## src/rtl/fwb_pkg.sv

```systemverilog
package fwb_pkg;
  // Radix-4 digit selection: magnitude one or two, optional negation
  typedef struct packed {
    logic neg;
    logic one;
    logic two;
  } booth_sel_t;
endpackage

```

## src/rtl/fwb_booth_enc.sv

```systemverilog
module fwb_booth_enc (
  input  logic [2:0]          trip_i,  // {b[2i+1], b[2i], b[2i-1]}
  output fwb_pkg::booth_sel_t sel_o
);
  always_comb begin
    sel_o.one = trip_i[1] ^ trip_i[0];
    sel_o.two = (trip_i[2] & ~trip_i[1] & ~trip_i[0]) |
                (~trip_i[2] & trip_i[1] & trip_i[0]);
    // 111 is a zero digit, not a negated one
    sel_o.neg = trip_i[2] & ~(trip_i[1] & trip_i[0]);
  end
endmodule

```

## src/rtl/fwb_pp_row.sv

```systemverilog
module fwb_pp_row #(
  parameter int N = 8
) (
  input  logic [N-1:0]        a_i,
  input  fwb_pkg::booth_sel_t sel_i,
  output logic [N:0]          row_o
);
  logic [N:0] mag;
  logic [N:0] inv;

  always_comb begin
    if (sel_i.one)      mag = {a_i[N-1], a_i};
    else if (sel_i.two) mag = {a_i, 1'b0};
    else                mag = '0;
    inv   = mag ^ {(N+1){sel_i.neg}};
    row_o = {~inv[N], inv[N-1:0]};  // sign-generate form
  end
endmodule

```

## src/rtl/fwb_comp_bias.sv

```systemverilog
module fwb_comp_bias #(
  parameter int N = 8,
  localparam int R = N / 2
) (
  input  logic [R-1:0][N:0] rows_i,
  output logic              bias_o
);
  // Select the bit of row i that lands on weight 2^(N-2)
  function automatic logic [N:0] col_mask(int i);
    logic [N:0] m;
    for (int j = 0; j <= N; j++) m[j] = (2*i + j == N - 2);
    return m;
  endfunction

  always_comb begin
    bias_o = 1'b0;
    for (int i = 0; i < R; i++) bias_o = bias_o | (|(rows_i[i] & col_mask(i)));
  end
endmodule

```

## src/rtl/fwb_trunc_acc.sv

```systemverilog
module fwb_trunc_acc #(
  parameter int N = 8,
  localparam int R  = N / 2,
  localparam int SW = 2 * N,
  localparam int HW = N + 1   // columns N-1 .. 2N-1
) (
  input  logic [R-1:0][N:0] rows_i,
  input  logic              bias_i,
  output logic [N-1:0]      prod_o
);
  function automatic logic [SW-1:0] sgn_const();
    logic [SW-1:0] k;
    k = '0;
    for (int i = 0; i < R; i++) k = k - (SW'(1) << (N + 2*i));
    return k;
  endfunction

  function automatic logic [N:0] keep_mask(int i);
    logic [N:0] m;
    for (int j = 0; j <= N; j++) m[j] = (2*i + j >= N - 1);
    return m;
  endfunction

  localparam logic [SW-1:0] SGN_K = sgn_const();

  logic [HW-1:0] acc;

  // All kept terms are multiples of 2^(N-1): accumulate in those units
  always_comb begin
    acc = SGN_K[SW-1:N-1] + HW'(bias_i);
    for (int i = 0; i < R; i++)
      acc = acc + HW'((SW'(rows_i[i] & keep_mask(i)) << (2*i)) >> (N - 1));
    prod_o = acc[HW-1:1] + N'(acc[0]);  // guard column rounds
  end
endmodule

```

## src/rtl/fwb_mult.sv

```systemverilog
module fwb_mult #(
  parameter int N = 8
) (
  input  logic         clk_i,
  input  logic         rst_ni,
  input  logic         valid_i,
  input  logic [N-1:0] a_i,
  input  logic [N-1:0] b_i,
  output logic         valid_o,
  output logic [N-1:0] prod_o
);
  localparam int R = N / 2;

  logic [N:0]                  b_ext;
  fwb_pkg::booth_sel_t [R-1:0] sel;
  logic [R-1:0][N:0]           row_e;
  logic                        bias;
  logic [N-1:0]                prod_d;

  assign b_ext = {b_i, 1'b0};

  for (genvar i = 0; i < R; i++) begin : g_row
    fwb_booth_enc u_enc (
      .trip_i(b_ext[2*i+2:2*i]),
      .sel_o (sel[i])
    );
    fwb_pp_row #(.N(N)) u_row (
      .a_i  (a_i),
      .sel_i(sel[i]),
      .row_o(row_e[i])
    );
  end

  fwb_comp_bias #(.N(N)) u_bias (
    .rows_i(row_e),
    .bias_o(bias)
  );

  fwb_trunc_acc #(.N(N)) u_acc (
    .rows_i(row_e),
    .bias_i(bias),
    .prod_o(prod_d)
  );

  always_ff @(posedge clk_i or negedge rst_ni) begin
    if (!rst_ni) begin
      valid_o <= 1'b0;
      prod_o  <= '0;
    end else begin
      valid_o <= valid_i;
      if (valid_i) prod_o <= prod_d;
    end
  end

  function automatic logic err_ok(logic [N-1:0] p, logic [N-1:0] a, logic [N-1:0] b);
    longint e;
    e = (longint'($signed(p)) <<< N) - longint'($signed(a)) * longint'($signed(b));
    return (e <= (longint'(1) <<< N)) && (e > -(longint'(N / 2) <<< N));
  endfunction

  AST_VALID_SET: assert property (@(posedge clk_i) disable iff (!rst_ni)
    valid_i |=> valid_o);
  AST_VALID_CLR: assert property (@(posedge clk_i) disable iff (!rst_ni)
    !valid_i |=> !valid_o);
  AST_IDLE_HOLD: assert property (@(posedge clk_i) disable iff (!rst_ni)
    !valid_i |=> $stable(prod_o));
  AST_ERR_WINDOW: assert property (@(posedge clk_i) disable iff (!rst_ni)
    valid_i |=> err_ok(prod_o, $past(a_i), $past(b_i)));
  AST_ZERO_MULT: assert property (@(posedge clk_i) disable iff (!rst_ni)
    (valid_i && b_i == '0) |=> prod_o == '0);
endmodule

```

## config.mk

```make
export PLATFORM = sky130hd
export DESIGN_NAME = fwb_mult
export DESIGN_NICKNAME = d
export VERILOG_FILES = /design/src/rtl/fwb_pkg.sv /design/src/rtl/fwb_booth_enc.sv /design/src/rtl/fwb_pp_row.sv /design/src/rtl/fwb_comp_bias.sv /design/src/rtl/fwb_trunc_acc.sv /design/src/rtl/fwb_mult.sv
export SDC_FILE = /design/constraint.sdc
export NUM_CORES = 1
export LEC_CHECK = 0
export BUFFER_PORTS_ARGS = -buffer_cell sky130_fd_sc_hd__buf_2
export CORE_ASPECT_RATIO = 1.25
export CORE_MARGIN = 1
export CORE_UTILIZATION = 38
export DETAILED_ROUTE_END_ITERATION = 16
export GPL_ROUTABILITY_DRIVEN = 0
export SYNTH_ARGS = -nofsm -noshare
export SYNTH_HDL_FRONTEND = slang
export SYNTH_SLANG_ARGS = --single-unit
```

## constraint.sdc

```tcl
create_clock -name clk_i -period 1 [get_ports clk_i]
set_input_delay 0.2 -clock clk_i [delete_from_list [all_inputs] [get_ports clk_i]]
set_output_delay 0.2 -clock clk_i [all_outputs]
set_load 0.03 [all_outputs]
```

* Word-level counts from Yosys, hierarchy flattened
Index checks and enable logic that the tools add are counted.
Widths: inputs -> output; s select.
** Cells by class
- Add/sub/neg operators :: 6
- Muxes and demuxes :: 8
- Bitwise gates (word level) :: 47
** Operator list (count)
- $mux 9 :: 8
- $xor 9x9->9 :: 4
- $and 1x1->1 :: 19
- $not 1->1 :: 15
- $add 9x1->9 const A :: 1
- $add 9x2->9 :: 1
- $add 9x4->9 :: 1
- $add 9x6->9 :: 1
- $add 9x8->9 :: 1
- $add 8x1->8 :: 1
- $or 1x1->1 :: 6
- $xor 1x1->1 :: 3
** Storage, ports and cells
- Register bits after elaboration :: 9
- Input port bits :: 19
- Output and inout bits :: 9
- Word-level logic and storage cells :: 63

* Logic depth before layout (Yosys ltp)
- Depth after elaboration :: 16
- Depth in mapped cells :: 18
- Gate-level depth less buffers :: 18

* Hierarchy
Synthesis repeated with hierarchy kept, for this count alone.
** Second synthesis, totals
- Cells, all modules :: 323
- Area, all modules :: 2805.2 µm²
** Modules (own cells, without submodules)
- fwb_pp_row :: times used 4, cells each 45, area an instance 359.1 µm², sequential area each 0.0 µm²
- fwb_trunc_acc :: times used 1, cells each 103, area an instance 835.8 µm², sequential area each 0.0 µm²
- fwb_mult :: times used 1, cells each 19, area an instance 360.3 µm², sequential area each 225.2 µm²
- fwb_booth_enc :: times used 4, cells each 5, area an instance 41.3 µm², sequential area each 0.0 µm²
- fwb_comp_bias :: times used 1, cells each 1, area an instance 7.5 µm², sequential area each 0.0 µm²

* Worst setup path before layout
No wires, ideal clock.
- Path kind :: in2reg
- Start :: input port b_i[3]
- End :: register prod_o[7]
- Setup time :: 82 ps
- Arrival time :: 4475 ps
- Data required time :: 918 ps
- Setup slack :: -3557 ps
- Cell stages on the path :: 18
- Buffers on the path :: 1
- Cells stage by stage :: ha_1 -> clkbuf_1 -> mux2_2 -> nand2_1 -> xor2_1 -> fa_1 -> inv_1 -> fa_1 -> inv_1 -> fa_1 -> inv_1 -> fa_1 -> nor2b_4 -> o2111a_1 -> o31a_1 -> or3b_4 -> a2111o_1 -> a31oi_1
** Between the ends
- Word-level cells in the longest chain between the ends :: 16
- Elaborated cells between the ends (all ways) :: 31
- Classes of those cells :: add/sub (6); mux (4); bitwise (21)
** Ends and longest elaborated chain
- start: declaration :: RTL line fwb_mult.sv:8 : input logic [N-1:0] b_i,
- $not 1->1 :: RTL line fwb_booth_enc.sv:7, fwb_booth_enc.sv:8
- $and 1x1->1 (2 in a row) :: RTL line fwb_booth_enc.sv:8 : (~trip_i[2] & trip_i[1] & trip_i[0]);
- $or 1x1->1 :: RTL line fwb_booth_enc.sv:7 : sel_o.two = (trip_i[2] & ~trip_i[1] & ~trip_i[0]) |
- $mux 9 :: RTL line fwb_pp_row.sv:13 : else if (sel_i.two) mag = {a_i, 1'b0};
- $mux 9 :: RTL line fwb_pp_row.sv:12 : if (sel_i.one) mag = {a_i[N-1], a_i};
- $xor 9x9->9 :: RTL line fwb_pp_row.sv:15 : inv = mag ^ {(N+1){sel_i.neg}};
- $or 1x1->1 (3 in a row) :: RTL line fwb_comp_bias.sv:17 : for (int i = 0; i < R; i++) bias_o = bias_o | (|(rows_i[i] & col_mask(i)));
- $add 9x1->9 :: RTL line fwb_trunc_acc.sv:30 : acc = SGN_K[SW-1:N-1] + HW'(bias_i);
- $add 9x2->9 :: RTL line fwb_trunc_acc.sv:32 : acc = acc + HW'((SW'(rows_i[i] & keep_mask(i)) << (2*i)) >> (N - 1));
- $add 9x4->9 :: RTL line fwb_trunc_acc.sv:32
- $add 9x6->9 * :: RTL line fwb_trunc_acc.sv:32
- $add 9x8->9 * :: RTL line fwb_trunc_acc.sv:32
- $add 8x1->8 * :: RTL line fwb_trunc_acc.sv:33 : prod_o = acc[HW-1:1] + N'(acc[0]);
- end signal: assignment :: RTL line fwb_mult.sv:51 : if (valid_i) prod_o <= prod_d;
- end: declaration :: RTL line fwb_mult.sv:10 : output logic [N-1:0] prod_o
Mark *: on every way between the ends. The rest lies on a longest branch, timed or not.
A chain may end at the register's enable or synchronous reset.

* Final worst setup path
- Start :: input port b_i[4]
- End :: register prod_o[6]
** Between the ends
- Word-level cells in the longest chain between the ends :: 15
- Elaborated cells between the ends (all ways) :: 22
- Classes of those cells :: add/sub (6); mux (2); bitwise (14)
** Ends and longest elaborated chain (RTL line)
- $not 1->1 :: fwb_booth_enc.sv:7
- $and 1x1->1 (2 in a row) :: fwb_booth_enc.sv:7
- $or 1x1->1 :: fwb_booth_enc.sv:7
- $mux 9 :: fwb_pp_row.sv:13
- $mux 9 :: fwb_pp_row.sv:12
- $xor 9x9->9 * :: fwb_pp_row.sv:15
- $or 1x1->1 (2 in a row) :: fwb_comp_bias.sv:17
- $add 9x1->9 :: fwb_trunc_acc.sv:30
- $add 9x2->9 :: fwb_trunc_acc.sv:32
- $add 9x4->9 :: fwb_trunc_acc.sv:32
- $add 9x6->9 * :: fwb_trunc_acc.sv:32
- $add 9x8->9 * :: fwb_trunc_acc.sv:32
- $add 8x1->8 * :: fwb_trunc_acc.sv:33
Marks and branches as above.

==> key figures <==
Synthesis
  • Mapped Area: roughly 1700 sq um
  • Async set-reset flop share out of synthesis: 1.00
  • Cell count after synthesis: 200
  • Mean Syn Cell Area: roughly 8.5 sq um
  • Number of synthesized register bits: 9
  • Number of flops mapped to enable cells by yosys: 0
  • Synth warn: 0
  • Synth unique cells: 36
  • Main synth FF type: dfrtp_1
  • Seq/Total Area, Yosys: 0.132
  • Largest area contributor in the netlist: ha_1
  • Synth top area cells: ha_1 15%, dfrtp_1 13%, mux2_2 13%, xnor2_1 11%, fa_1 8.2%
  • Syn nets: around 250
  • Synth top area share: 0.154

Global route
  • Gr ovfl total: 0
  • Total GRT Usage: 0.174
  • First-pass GRT wire length: roughly 6600 um
  • Number of global-route vias before repair: about 1600
  • Met2 usage: 0.339
  • Gr busiest metal: met2
  • Grt met3 use: 0
  • Initial antenna violation count: 0
  • Grt met1 use: 0.192
  • Largest net degree at the start of global routing: 12

Clock tree
  • # clock sinks: 9
  • Clock slew at reported path FFs: 0.04 ns
  • Clk buf depth: 2
  • H-tree depth: 1
  • Inserted Clock Buffers: 3
  • Clock Latency Late Sink: ~0.23 ns
  • Clk root buf: clkbuf_8
  • CTS tree: built

Final layout
  • Final cell area excluding filler cells: around 2600 sq um
  • Area delta synth->final: 50.0%
  • Final core utilization: 0.609
  • Diode count: 0
  • Final Net Count: around 330
  • Layout cell share with drive strength beyond 1: 0.466

STA
  • Fmax: between 0.2 and 0.25 GHz
  • RSZ-0062 raised after global routing: yes
  • Fin crit period: between 4 and 5 ns
  • Hold Fails Final Rpt: 0
  • Slew Viols, Final: 0
  • Final Cycle Share: 4.06
  • Setup TNS: -22.12 ns
  • Final WS setup: -3.06 ns
  • Post-route clock skew: 0 ns
  • Worst-margin pin slew: 0.616 ns
  • Rel. slew slack: 0.584
  • Final setup violating endpoints: 8

Floorplanning
  • # IOs: 28
  • # rows: 26
  • Width of the die: roughly 62 um
  • Die area: approximately 4800 sq um
  • Core area: about 4200 sq um
  • Initial core utilization: 0.406
  • DIE HEIGHT: approximately 77 um

Worst setup path
  • Crit path launch type: primary input
  • RR Startpoint: prod_o[0]
  • CP required: 1.15 ns
  • CP Max Fanout: 4
  • CP Launch Point: b_i[4]
  • Worst path arrival time: between 4 and 5 ns
  • Worst reg2reg path depth: 1
  • Reg2Reg Capture Point: prod_o[0]
  • Crit path capture type: register
  • R2R Setup Slk: 0.24 ns
  • Worst setup path class: primary input to register
  • CP endpoint: prod_o[6]

Pwr
  • P_leak: between 1 and 1.5 nW
  • VDD IR max: about 1.2 mV
  • PD cells: 3420 nW/um^2

Hold path
  • Min-delay src: valid_i
  • Worst hold path class: primary input to register

Placed design
  • IO Port Bufs: 27
  • Setup WS pre-CTS: -3.39 ns
  • Placed inst area: roughly 2300 sq um
  • DP Wirelength: slightly above 3000 um

Routing
  • Vias per cell: 4.90
  • Initial drt markers: 30
  • Post-route ant nets: 0
  • Routed WL: 3780 um
  • Vias: roughly 1600
  • Detailed Routing Iterations Pass 1: 6
  • Post-detailed-route wirelength per cell: ~11 um
  • Post-route DRC violation count: 0

Outcome
  • Failing checks: setup timing
  • Status: finished, violations left

Job
  • Max cap viols: 0
==> metrics by stage <==
step	power [W]	cells	hold slack (ns)
floorplan	0.00509	200	-0.0956
global placement	0.00705	321	0.0541
detailed placement	0.00710	321	0.0592
CTS	0.00820	330	0.219
global route	0.00967	333	0.227
finish	0.00874	333	0.225
==> worst min path at each step <==
| stage | end | cells after the start |
|---|---|---|
| finish | valid_o | 1 |
| CTS | valid_o | 1 |
| global route | valid_o | 1 |
| global placement | prod_o[6] | 1 |
| floorplan | prod_o[0] | 0 |
| detailed placement | prod_o[7] | 1 |
==> per-layer routing <==
| layer | wire length, um | part of all wire |
|---|---|---|
| met5 | 0 | 0 |
| met4 | 55 | 0.015 |
| met3 | 57 | 0.015 |
| met2 | 2190 | 0.58 |
| met1 | 1480 | 0.39 |
==> cell families after synthesis <==
family,Yosys count,synth area share
simple gates,63,0.182
mux,20,0.132
buf+inv,21,0.0463
flops,9,0.132
compound gates,30,0.122
xor+xnor,29,0.149
fa+ha+maj,28,0.237
==> where the power goes <==
group	switching [W]	internal (W)	total [W]
Clock	0.000133	0.000277	0.000410
Combinational	0.00337	0.00430	0.00767
Sequential	0.000100	0.000556	0.000656
Total	0.00360	0.00514	0.00874
==> worst max-delay path, stage by stage <==
cell,delay (ns)
buf_8,0.10
ha_4,0.24
a211o_1,0.32
nand2_4,0.09
xor2_2,0.07
fa_1,0.52
inv_2,0.04
fa_1,0.51
inv_2,0.04
fa_2,0.34
inv_2,0.07
fa_2,0.23
nor2b_4,0.05
o2111a_1,0.26
o31a_1,0.26
or3b_4,0.40
or3_1,0.35
a31oi_1,0.13
==> placed cells by master (no fill, tap or decap), drive strengths merged, types with 2 or more instances in the layout <==
cell type,instances
buf,78
inv,15
a31oi,3
xnor2,21
o21ai,6
nand2b,7
nor2,12
and2b,2
o311ai,3
ha,21
dfrtp,9
nand3,2
fa,7
nand2,28
o211ai,3
a211o,3
xor2,8
clkbuf,4
nand4,2
or3,4
a21oi,6
mux2,19
==> synth_stat cells (2+ instances only) <==
library cell / count
xnor2_1: 21
buf_1: 2
fa_1: 7
a211o_1: 3
nand4_1: 2
o311ai_0: 3
o21ai_0: 6
nand2b_1: 7
clkbuf_1: 4
o211ai_1: 3
inv_1: 15
mux2_2: 19
a21oi_1: 6
nor2_1: 12
and2b_2: 2
nand2_1: 28
nand3_1: 2
or3_1: 3
xor2_1: 8
a31oi_1: 3
ha_1: 21
dfrtp_1: 9
==> timing repair <==
action / 4_1_cts / 5_1_grt
pin swaps: 9 / 8
gates resized for setup: 25 / 28
hold endpoints to repair: 9 / 0
buffers inserted: 4 / 4
hold buffers: 1 / 0
setup endpoints to repair: 8 / 16
==> flip-flops by register name (all words and copies together), names as in the netlist <==
signal / count
valid_o: 1
prod_o: 8
==> final cells by class <==
type                            count  area [sq um]
Multi-Input combinational cell    170          1550
Tap cell                           56          70.1
Timing Repair Buffer               79           607
Fill cell                         389          1640
Sequential cell                     9           225
Inverter                           15          56.3
Clock buffer                        4          45.0
Note: power is estimated with default switching activity, not from simulation.
